===== src/rtl/credit_gate_pkg.sv =====
package credit_gate_pkg;

    typedef enum logic {
        GATE_UNARMED = 1'b0,
        GATE_ARMED   = 1'b1
    } gate_phase_e;

endpackage


===== src/rtl/cg_slack_check.sv =====
module cg_slack_check #(
    parameter int CNT_W  = 8,
    parameter int COST_W = 6
) (
    input  logic [CNT_W-1:0]  limit_i,
    input  logic [CNT_W-1:0]  used_i,
    input  logic [COST_W-1:0] cost_i,
    output logic              fits_o
);
    localparam int SIGN_BIT = CNT_W - 1;

    logic [CNT_W-1:0] slack;

    always_comb begin
        slack  = limit_i - used_i - CNT_W'(cost_i);
        fits_o = ~slack[SIGN_BIT];
    end

endmodule


===== src/rtl/cg_wrap_accum.sv =====
module cg_wrap_accum #(
    parameter int CNT_W = 8,
    parameter int ADD_W = 8
) (
    input  logic [CNT_W-1:0] cur_i,
    input  logic             load_i,
    input  logic [CNT_W-1:0] load_val_i,
    input  logic             add_i,
    input  logic [ADD_W-1:0] add_val_i,
    output logic [CNT_W-1:0] next_o
);
    always_comb begin
        if (load_i) begin
            next_o = load_val_i;
        end else if (add_i) begin
            next_o = cur_i + CNT_W'(add_val_i);
        end else begin
            next_o = cur_i;
        end
    end

endmodule


===== src/rtl/credit_gate.sv =====
module credit_gate
    import credit_gate_pkg::*;
#(
    parameter int CNT_W  = 8,
    parameter int COST_W = 6
) (
    input  logic              clk,
    input  logic              rst_n,
    input  logic              init_valid,
    input  logic [CNT_W-1:0]  init_credits,
    input  logic              pkt_valid,
    input  logic [COST_W-1:0] pkt_cost,
    output logic              pkt_grant,
    input  logic              ret_valid,
    input  logic [CNT_W-1:0]  ret_credits
);
    typedef struct packed {
        gate_phase_e      phase;
        logic [CNT_W-1:0] limit;
        logic [CNT_W-1:0] used;
    } gate_state_t;

    gate_state_t st_d, st_q;

    logic             armed;
    logic             fits;
    logic             ret_take;
    logic [CNT_W-1:0] limit_nx;
    logic [CNT_W-1:0] used_nx;

    assign armed    = (st_q.phase == GATE_ARMED);
    assign ret_take = armed & ret_valid;

    cg_slack_check #(.CNT_W(CNT_W), .COST_W(COST_W)) u_slack (
        .limit_i (st_q.limit),
        .used_i  (st_q.used),
        .cost_i  (pkt_cost),
        .fits_o  (fits)
    );

    // Grant decision always sees the limit before any same-cycle return.
    assign pkt_grant = armed & pkt_valid & ~init_valid & fits;

    cg_wrap_accum #(.CNT_W(CNT_W), .ADD_W(CNT_W)) u_limit (
        .cur_i      (st_q.limit),
        .load_i     (init_valid),
        .load_val_i (init_credits),
        .add_i      (ret_take),
        .add_val_i  (ret_credits),
        .next_o     (limit_nx)
    );

    cg_wrap_accum #(.CNT_W(CNT_W), .ADD_W(COST_W)) u_used (
        .cur_i      (st_q.used),
        .load_i     (init_valid),
        .load_val_i ('0),
        .add_i      (pkt_grant),
        .add_val_i  (pkt_cost),
        .next_o     (used_nx)
    );

    always_comb begin
        st_d       = st_q;
        st_d.limit = limit_nx;
        st_d.used  = used_nx;
        if (init_valid) begin
            st_d.phase = GATE_ARMED;
        end
    end

    always_ff @(posedge clk or negedge rst_n) begin
        if (!rst_n) begin
            st_q.phase <= GATE_UNARMED;
            st_q.limit <= '0;
            st_q.used  <= '0;
        end else begin
            st_q <= st_d;
        end
    end

endmodule


===== config.mk =====
export PLATFORM = sky130hd
export DESIGN_NAME = credit_gate
export DESIGN_NICKNAME = d
export VERILOG_FILES = /design/src/rtl/credit_gate_pkg.sv /design/src/rtl/cg_slack_check.sv /design/src/rtl/cg_wrap_accum.sv /design/src/rtl/credit_gate.sv
export SDC_FILE = /design/constraint.sdc
export NUM_CORES = 1
export LEC_CHECK = 0
export BUFFER_PORTS_ARGS = -buffer_cell sky130_fd_sc_hd__buf_2
export CORE_UTILIZATION = 45
export CTS_BUF_LIST = sky130_fd_sc_hd__clkbuf_16
export DETAILED_ROUTE_END_ITERATION = 6
export GPL_TIMING_DRIVEN = 0
export MAX_ROUTING_LAYER = met4
export PLACE_DENSITY = 0.66
export SETUP_SLACK_MARGIN = 0.4
export SLEW_MARGIN = 40
export SYNTH_ARGS = -nofsm -noshare
export SYNTH_HDL_FRONTEND = slang
export SYNTH_SLANG_ARGS = --single-unit

===== constraint.sdc =====
create_clock -name clk -period 3.04 [get_ports clk]
set_clock_uncertainty 0.05 [all_clocks]
set_input_delay 0.304 -clock clk [delete_from_list [all_inputs] [get_ports clk]]
set_output_delay 0.304 -clock clk [all_outputs]
set_load 0.02 [all_outputs]

==> results by group, run 1 <==
Logic synthesis
  • Mapped Area: around 1600 um^2
  • Yosys reg bits: 17
  • Top area cells in the synthesized netlist: dfrtp_1 (26%), ha_1 (20%), fa_1 (7.4%)
  • Most frequent cell after synthesis: ha_1
  • Leading cell types by count after synthesis: ha_1 (26), inv_1 (24), dfrtp_1 (17)
  • Asr flop ratio synth: 100.0%
  • Synthesized net count: between 200 and 250
  • Yosys Warn Count: 0
  • Synth Instances: 178
  • Average cell area after synthesis: a little over 9 um^2
  • Top cell type's share of synthesized area: around a quarter
  • EDFF count, synth: 0
  • Cell variety after synth: 35
  • Area leader, netlist: dfrtp_1
  • Post-synth top flop: dfrtp_1
  • Seq/Total Area, Yosys: a little over a quarter

Placed design
  • # port buffers: 27
  • Placed Area: about 1800 um^2
  • Routability Congestion: 0.7865
  • Dpl hpwl: roughly 2500 um

Die
  • Starting Density: between 40% and 50%
  • Total core area: 3390 um^2
  • Die Footprint: ~3800 um^2
  • Num ports: 28
  • Die span in x: 61.96 um
  • Die extent in y: about 62 um
  • Rows: 21

Setup path
  • Arr. time, crit path: ~2600 ps
  • Worst R2R Setup Slack: between 150 and 200 ps
  • CP Capture Type: output port
  • Critical Path RT: 2690 ps
  • CP startpoint kind: register
  • Worst Path Max Fanout: 2
  • Crit path kind: register to output port

Timing
  • TNS Setup: 0 ps
  • Setup violators final: 0
  • Max Slew Vio Count: 0
  • Fmax: about 0.34 GHz
  • Minimum clock period: 2930 ps
  • Least-Margin Pin Slew: between 500 and 600 ps
  • Period utilization: 96.39%
  • Final Hold Vio Count: 0
  • Unrepaired setup endpoints after global routing: yes
  • Relative slew slack: 61.31%

Global route
  • Grt total ovfl: 0
  • Largest net degree at the start of global routing: 18
  • Vias in the first global route: 1244
  • Initial antenna violation count: 0
  • Global-route wire length before repair: slightly above 5000 um
  • GRT Util Overall: 18.65%

Pwr
  • Leak: around 1.1 nW
  • Pwr dens: ~740 nW/um^2
  • Peak VDD IR: 0.2814 mV

Route
  • First DRT Iteration DRCs: 47
  • Post-DRT Antenna Nets: 0
  • Routed len/inst: between 10 and 15 um
  • Vias per cell: 4.936
  • TritonRoute pass-1 iters: 4
  • Vias: ~1300
  • Routed wire length: 3273 um
  • DRC errors left: 0

Outcome
  • Outcome: finished, final reports clean

Hold path
  • Hold Path Class: input pin to register

Cells and area
  • Area growth, synth to finish: 24.83%
  • Share of cells above drive strength 1: between 20% and 30%
  • Layout Nets: around 280
  • Post-route cell area: slightly above 2000 um^2
  • Antenna Cells: 0

Clock tree
  • # clock sinks: 17
  • TritonCTS Buffers: 3
  • Clock transition at path regs: about 50 ps
  • CTS tree: built
  • CTS Root Buffer Type: clkbuf_16
  • Clock Latency Late Sink: 250 ps
  • Clk buf depth: 2
  • CTS HTree Levels: 1

Run
  • MaxCap Viol Count: 0
## repair_timing
action | in CTS | in global routing
resized for setup | 5 | 5
hold endpoints to repair | 17 | 0
hold buffers | 1 | 0
setup endpoints to repair | 9 | 9
setup buffers | 5 | 2
pin swaps | 6 | 4
gates cloned | 0 | 1
## area by class of cell
class	instances	area (um^2)
multi-input cells	132	1102
repair buffers	36	236.5
clock inverters	1	5.005
plain buffers	5	26.28
clock buffers	3	75.07
well taps	46	57.56
inverters	24	90.09
flip-flops and latches	17	426.7
fillers	310	1370
## registers in the layout, summed over array words and instances (netlist names)
register,cells
st_q,16
armed,1
## layer usage
metal | track usage (%) | up-vias | routed length (um)
li1 | - | 682 | -
met1 | 21.71 | 580 | 1472
met2 | 32.07 | 35 | 1627
met3 | 2.484 | 6 | 99
met4 | 7.937 | 0 | 74
met5 | - | - | 0
## kinds of logic (layout without fill, tap and decap cells)
group           after synthesis  count (layout)  synth area share (%)
compound gates               40              40                 15.08
simple gates                 40              40                 12.22
fa+ha+maj                    32              32                 27.53
buf+inv                      29              69                 7.192
flops                        17              17                 26.30
xor+xnor                     10              10                 5.414
mux                          10              10                 6.265
## worst max-delay path: stages (launching register included)
cell	delay, ps
dfrtp_1	360
inv_2	60
fa_1	550
ha_4	210
a21o_1	150
a211o_1	260
o22ai_2	120
mux2i_1	280
buf_6	140
nor2_2	30
buf_6	150
## through the flow
stage	power (mW)	worst slack, ps	hold slack (ps)	std cells	utilization [%]
6_report	1.486	109.6	211.0	264	59.58
5_1_grt	1.607	28.89	227.6	264	59.58
4_1_cts	1.404	83.84	207.7	261	57.66
3_5_place_dp	1.047	135.5	200.0	251	53.49
3_3_place_gp	1.013	162.1	196.8	251	53.49
2_1_floorplan	0.8971	442.0	-41.59	178	-
## worst paths after layout
path,depth (start not counted),endpoint,startpoint
setup reg to reg,12,st_q[6],st_q[4]
hold reg to reg,1,armed,armed
setup / recovery,10,pkt_grant,st_q[4]
hold / removal,3,st_q[12],init_credits[4]
max in group asynchronous,2,st_q[5],rst_n
min in group asynchronous,2,st_q[6],rst_n
## layout by cell type (no fill, tap or decap), types with 9 or more instances in the layout
cell     count
dfrtp_1     16
nand2_1     11
buf_2       26
mux2i_1      9
inv_1       23
o21ai_0     10
a21oi_1     14
ha_1        24
nor2_1      10
## where the power goes
part | switching [mW] | internal (mW) | total (mW)
combinational | 0.417 | 0.466 | 0.883
sequential | 0.0573 | 0.282 | 0.339
clock | 0.0883 | 0.176 | 0.264
No activity file was read; power rests on OpenSTA's default activity.
==> inputs of run 2 (changes only) <==
CTS_BUF_LIST = default   (was sky130_fd_sc_hd__clkbuf_16)
==> results by group, run 2 (same netlist as run 1, synthesis figures left out) <==
Pwr
  • Internal power: 831.6 uW (-10%)
  • Sequential share of power: 24.2% (+1.4 points)
  • Clock power share: 9.3% (-8.5 points)
  • Peak VDD IR: 0.2270 mV (-19%)
  • Pwr dens: 699.0 nW/um^2 (-5.0%)
  • Sw Share: 40.35% (+2.5 points)
  • Net switching power: 562.5 uW (about the same)
  • Gate power share: 66.5% (+7.1 points)
  • Leak: 1.066 nW (+0.30%)

Hold path
  • Hold Path Class: input pin to register

Timing
  • Max Slew Vio Count: 0 (unchanged)
  • Least-Margin Pin Slew: 558.2 ps (-22.10 ps)
  • Unrepaired setup endpoints after global routing: yes
  • Fmax: 0.3310 GHz (-3.0%)
  • Relative slew slack: 62.78% (+1.5 points)
  • Minimum clock period: 3021 ps (+90.79 ps)
  • Setup violators final: 0 (unchanged)
  • Period utilization: 99.38% (+3.0 points)
  • TNS Setup: 0 ps (unchanged)
  • Fin Hold WS: 146.4 ps (-64.60 ps)
  • Final Hold Vio Count: 0 (unchanged)

Global route
  • Initial antenna violation count: 0 (unchanged)
  • Global-route wire length before repair: 5085 um (+0.14%)
  • Grt total ovfl: 0 (unchanged)
  • Vias in the first global route: 1249 (+0.40%)
  • GRT Util Overall: 18.74% (+0.090 points)
  • Largest net degree at the start of global routing: 18 (unchanged)

Die
  • Num ports: 28 (unchanged)
  • Starting Density: 47.73% (unchanged)
  • Die span in x: 61.96 um (unchanged)
  • Rows: 21 (unchanged)
  • Die extent in y: 61.96 um (unchanged)
  • Total core area: 3390 um^2 (unchanged)
  • Die Footprint: 3839 um^2 (unchanged)

Cells and area
  • Area growth, synth to finish: 23.28%
  • Post-route cell area: 1994 um^2 (-1.2%)
  • Number of flip-flops in the largest register: 16 (unchanged)
  • Commonest cells after routing, fill and taps aside: ha_1 (26), buf_2 (26), inv_1 (23)
  • Layout Nets: 280 (+0.72%)
  • Register name with the most flops: st_q
  • Antenna Cells: 0 (unchanged)
  • Final Util: 58.84% (-0.74 points)
  • Share of cells above drive strength 1: 23.64% (+0.24 points)

Outcome
  • Outcome: finished, final reports clean

Clock tree
  • TritonCTS Buffers: 3 (unchanged)
  • CTS Root Buffer Type: clkbuf_4
  • Clock Latency Late Sink: 300 ps (+50 ps)
  • CTS tree: built
  • CTS HTree Levels: 1 (unchanged)
  • # clock sinks: 17 (unchanged)
  • Clk buf depth: 2 (unchanged)
  • Clock transition at path regs: 110 ps (+60 ps)

Setup path
  • Arr. time, crit path: 3210 ps (+630 ps)
  • Critical Path RT: 3220 ps (+530 ps)
  • Crit path kind: register to register
  • Worst Path Max Fanout: 3 (+1)
  • CP Capture Type: register
  • CP startpoint kind: register
  • Worst R2R Setup Slack: 20 ps (-140 ps)

Placed design
  • Dpl hpwl: 2517 um (unchanged)
  • Routability Congestion: 0.7865 (unchanged)
  • Placed Area: 1813 um^2 (unchanged)
  • # port buffers: 27 (unchanged)

Run
  • MaxCap Viol Count: 0 (unchanged)

Route
  • Vias: 1306 (+0.23%)
  • Routed wire length: 3280 um (+0.21%)
  • Post-DRT Antenna Nets: 0 (unchanged)
  • Routed len/inst: 12.33 um (-0.54%)
  • DRC errors left: 0 (unchanged)
  • First DRT Iteration DRCs: 57 (+21%)
  • Vias per cell: 4.910 (-0.52%)
  • TritonRoute pass-1 iters: 4 (unchanged)
run 2: final cells by class:
cell class                 instances  area [um^2]
multi-input combinational        132         1106
tap                               46        57.56
clock buffer                       3        22.52
inverter                          24        90.09
fill                             319         1395
clock inverter                     1        5.005
buffer                             5        26.28
timing repair buffer              38        261.5
sequential                        17        425.4
run 2: metrics by stage:
stage	power, mW	cells	setup slack [ps]
2_1_floorplan	0.8971	178	442.0
3_3_place_gp	1.013	251	162.1
3_5_place_dp	1.047	251	135.5
4_1_cts	1.331	262	11.31
5_1_grt	1.519	266	-88.37
6_report	1.394	266	18.84
run 2: worst max-delay path: stages, from the launching register on:
cell     delay [ps]
dfrtp_1         390
inv_2            60
fa_1            480
ha_1            300
a21o_1          160
a211o_1         260
o22ai_2         130
mux2i_2         100
buf_6           130
buf_4           120
buf_6           120
buf_16          120
or3_4           380
a21oi_2         160
run 2: power by group through the flow:
stage	combinational [mW]	clock (mW)	sequential [mW]
6_report	0.926	0.130	0.338
5_1_grt	1.03	0.143	0.348
4_1_cts	0.860	0.134	0.337
3_5_place_dp	0.705	0	0.343
3_3_place_gp	0.676	0	0.338
2_1_floorplan	0.572	0	0.325
run 2: worst paths after layout:
check                                     start        to  cells after the start
worst max-delay path                    st_q[4]   st_q[6]                     13
worst min-delay path            init_credits[4]  st_q[12]                      3
worst max register to register          st_q[4]   st_q[6]                     13
worst min register to register            armed     armed                      1
max in group asynchronous                 rst_n  st_q[11]                      2
min in group asynchronous                 rst_n   st_q[3]                      2
run 2: timing repair:
action | CTS | global route
setup buffers | 5 | 4
pin swaps | 6 | 4
gates cloned | 1 | 0
hold buffers | 1 | 0
resized for setup | 5 | 9
setup endpoints to repair | 9 | 9
hold endpoints to repair | 17 | 0
run 2: routing by layer:
layer  up-vias  track usage (%)  wire length, um
li1        687                -                -
met1       581            22.22             1504
met2        30            31.61             1605
met3         8            2.484               77
met4         0            8.254               92
met5         -                -                0
==> inputs of run 3 (changes only) <==
==> constraint.sdc (replaced) <==
create_clock -name clk -period 3.04 [get_ports clk]
set_clock_uncertainty 0.05 [all_clocks]
set_input_delay 0.608 -clock clk [delete_from_list [all_inputs] [get_ports clk]]
set_output_delay 0.608 -clock clk [all_outputs]
set_load 0.02 [all_outputs]
==> results by group, run 3 (same netlist as run 1, synthesis figures left out) <==
Outcome
  • Outcome: finished with violations
  • Failing checks: setup timing

Cells and area
  • Antenna Cells: 0 (unchanged)
  • Register name with the most flops: st_q
  • Area growth, synth to finish: 18.87%
  • Multi-input gate area: 1105 um^2 (-0.11%)
  • Number of flip-flops in the largest register: 16 (unchanged)
  • FF+latch area: 425.4 um^2 (unchanged)
  • Fill cells: 308 (-3.4%)
  • Share of cells above drive strength 1: 21.50% (-2.1 points)
  • Layout Nets: 274 (-2.1%)
  • Commonest cells after routing, fill and taps aside: ha_1 (25), buf_2 (25), inv_1 (22)
  • Post-route cell area: 1923 um^2 (-3.6%)

Route
  • Routed wire length: 3135 um (-4.4%)
  • Routed len/inst: 12.06 um (-2.2%)
  • First DRT Iteration DRCs: 43 (-25%)
  • Post-DRT Antenna Nets: 0 (unchanged)
  • DRC errors left: 0 (unchanged)
  • Vias per cell: 5.038 (+2.6%)
  • Vias: 1310 (+0.31%)
  • TritonRoute pass-1 iters: 4 (unchanged)

Placed design
  • Routability Congestion: 0.7930 (+0.83%)
  • Setup WS pre-CTS: -418.8 ps (-554.3 ps)
  • Placed Area: 1828 um^2 (+0.83%)
  • Dpl hpwl: 2548 um (+1.2%)
  • # port buffers: 27 (unchanged)

Global route
  • GRT Util Overall: 18.94% (+0.20 points)
  • Largest net degree at the start of global routing: 18 (unchanged)
  • Initial antenna violation count: 0 (unchanged)
  • Vias in the first global route: 1219 (-2.4%)
  • Global-route wire length before repair: 5161 um (+1.5%)
  • Grt total ovfl: 0 (unchanged)

Timing
  • Period utilization: 108.7% (+9.3 points)
  • Fmax: 0.3026 GHz (-8.6%)
  • Relative slew slack: 59.63% (-3.2 points)
  • Least-Margin Pin Slew: 605.5 ps (+47.28 ps)
  • Max Slew Vio Count: 0 (unchanged)
  • Unrepaired setup endpoints after global routing: yes
  • Fin Hold WS: 164.7 ps (+18.24 ps)
  • Worst Setup Slack, final: -265.2 ps (-284.0 ps)
  • Minimum clock period: 3305 ps (+284.0 ps)
  • Final Hold Vio Count: 0 (unchanged)
  • Setup violators final: 1 (+1)

Setup path
  • Critical Path RT: 2380 ps (-840 ps)
  • Worst R2R Setup Slack: 220 ps (+200 ps)
  • Reg-to-Reg End: st_q[6]
  • Crit path kind: input pin to output port
  • CP startpoint kind: input pin
  • Worst r2r path cells: 11 (-2)
  • Worst Path Max Fanout: 2 (-1)
  • Crit. Startpoint: pkt_cost[4]
  • CP Capture Type: output port
  • Arr. time, crit path: 2650 ps (-560 ps)
  • Reg2reg start: st_q[4]

Clock tree
  • TritonCTS Buffers: 3 (unchanged)
  • CTS HTree Levels: 1 (unchanged)
  • Clock transition at path regs: 100 ps (about the same)
  • CTS Hold Bufs: 0 (-1)
  • CTS Root Buffer Type: clkbuf_4
  • CTS tree: built
  • # clock sinks: 17 (unchanged)
  • Clk buf depth: 2 (unchanged)
  • Clock Latency Late Sink: 300 ps (about the same)

Run
  • MaxCap Viol Count: 0 (unchanged)

Pwr
  • Pwr dens: 654.4 nW/um^2 (-6.4%)
  • Peak VDD IR: 0.2009 mV (-11%)
  • Leak: 1.020 nW (-4.2%)

Hold path
  • Hold Path Class: input pin to asynchronous set/reset pin

Die
  • Num ports: 28 (unchanged)
  • Die span in x: 61.96 um (unchanged)
  • Die extent in y: 61.96 um (unchanged)
  • Rows: 21 (unchanged)
  • Starting Density: 47.73% (unchanged)
  • Total core area: 3390 um^2 (unchanged)
  • Die Footprint: 3839 um^2 (unchanged)
-- run 3: per-stage QoR --
step                instances  util, %  TNS [ps]  total power [mW]
finish                    260    56.74    -265.2             1.258
global route              260    56.74    -374.5             1.379
CTS                       259    56.22    -317.9             1.246
detailed placement        251    53.93    -428.1             1.066
global placement          251    53.93    -381.7             1.024
floorplan                 178        -         0            0.9053
-- run 3: timing repair --
item | CTS | global route
gates resized for setup | 7 | 2
pin swaps | 4 | 2
buffers inserted | 4 | 1
setup endpoints to repair | 9 | 9
cloned | 0 | 0
-- run 3: critical path, stage by stage --
cell and delay (ps):
buf_6 90, inv_8 30, fa_1 470, ha_1 300, a21o_1 160, a211o_1 270
o22ai_2 130, mux2i_2 270, buf_6 140, nor2_4 30, buf_6 140
-- run 3: worst max-delay path by stage --
stage               slack, ps         to  cells past startpoint
floorplan                  30  pkt_grant                      9
global placement         -380  pkt_grant                     11
detailed placement       -420  pkt_grant                     11
CTS                      -320  pkt_grant                     10
global route             -370  pkt_grant                     10
finish                   -270  pkt_grant                     11
-- run 3: area by class of cell --
class                   instances  area share, %
well taps                      46          2.993
plain buffers                   5          1.366
multi-input cells             132          57.45
clock buffers                   4          1.366
flip-flops and latches         17          22.12
repair buffers                 32          9.629
inverters                      24          5.075
-- run 3: metal layers --
metal  wire (um)  track usage [%]  vias to the layer above  part of all wire [%]
met5           0                -                        -                     0
met4          48            5.714                        0                   1.5
met3          86            2.484                        5                   2.7
met2        1516            31.76                       27                    48
met1        1483            23.68                      604                    47
li1            -                -                      674                     -
-- run 3: report_power, final --
group	leakage (nW)	switching, mW	internal [mW]	total, mW
Combinational	0.791	0.400	0.400	0.800
Clock	0.0150	0.0718	0.0511	0.123
Sequential	0.214	0.0561	0.279	0.336
Total	1.02	0.528	0.731	1.26
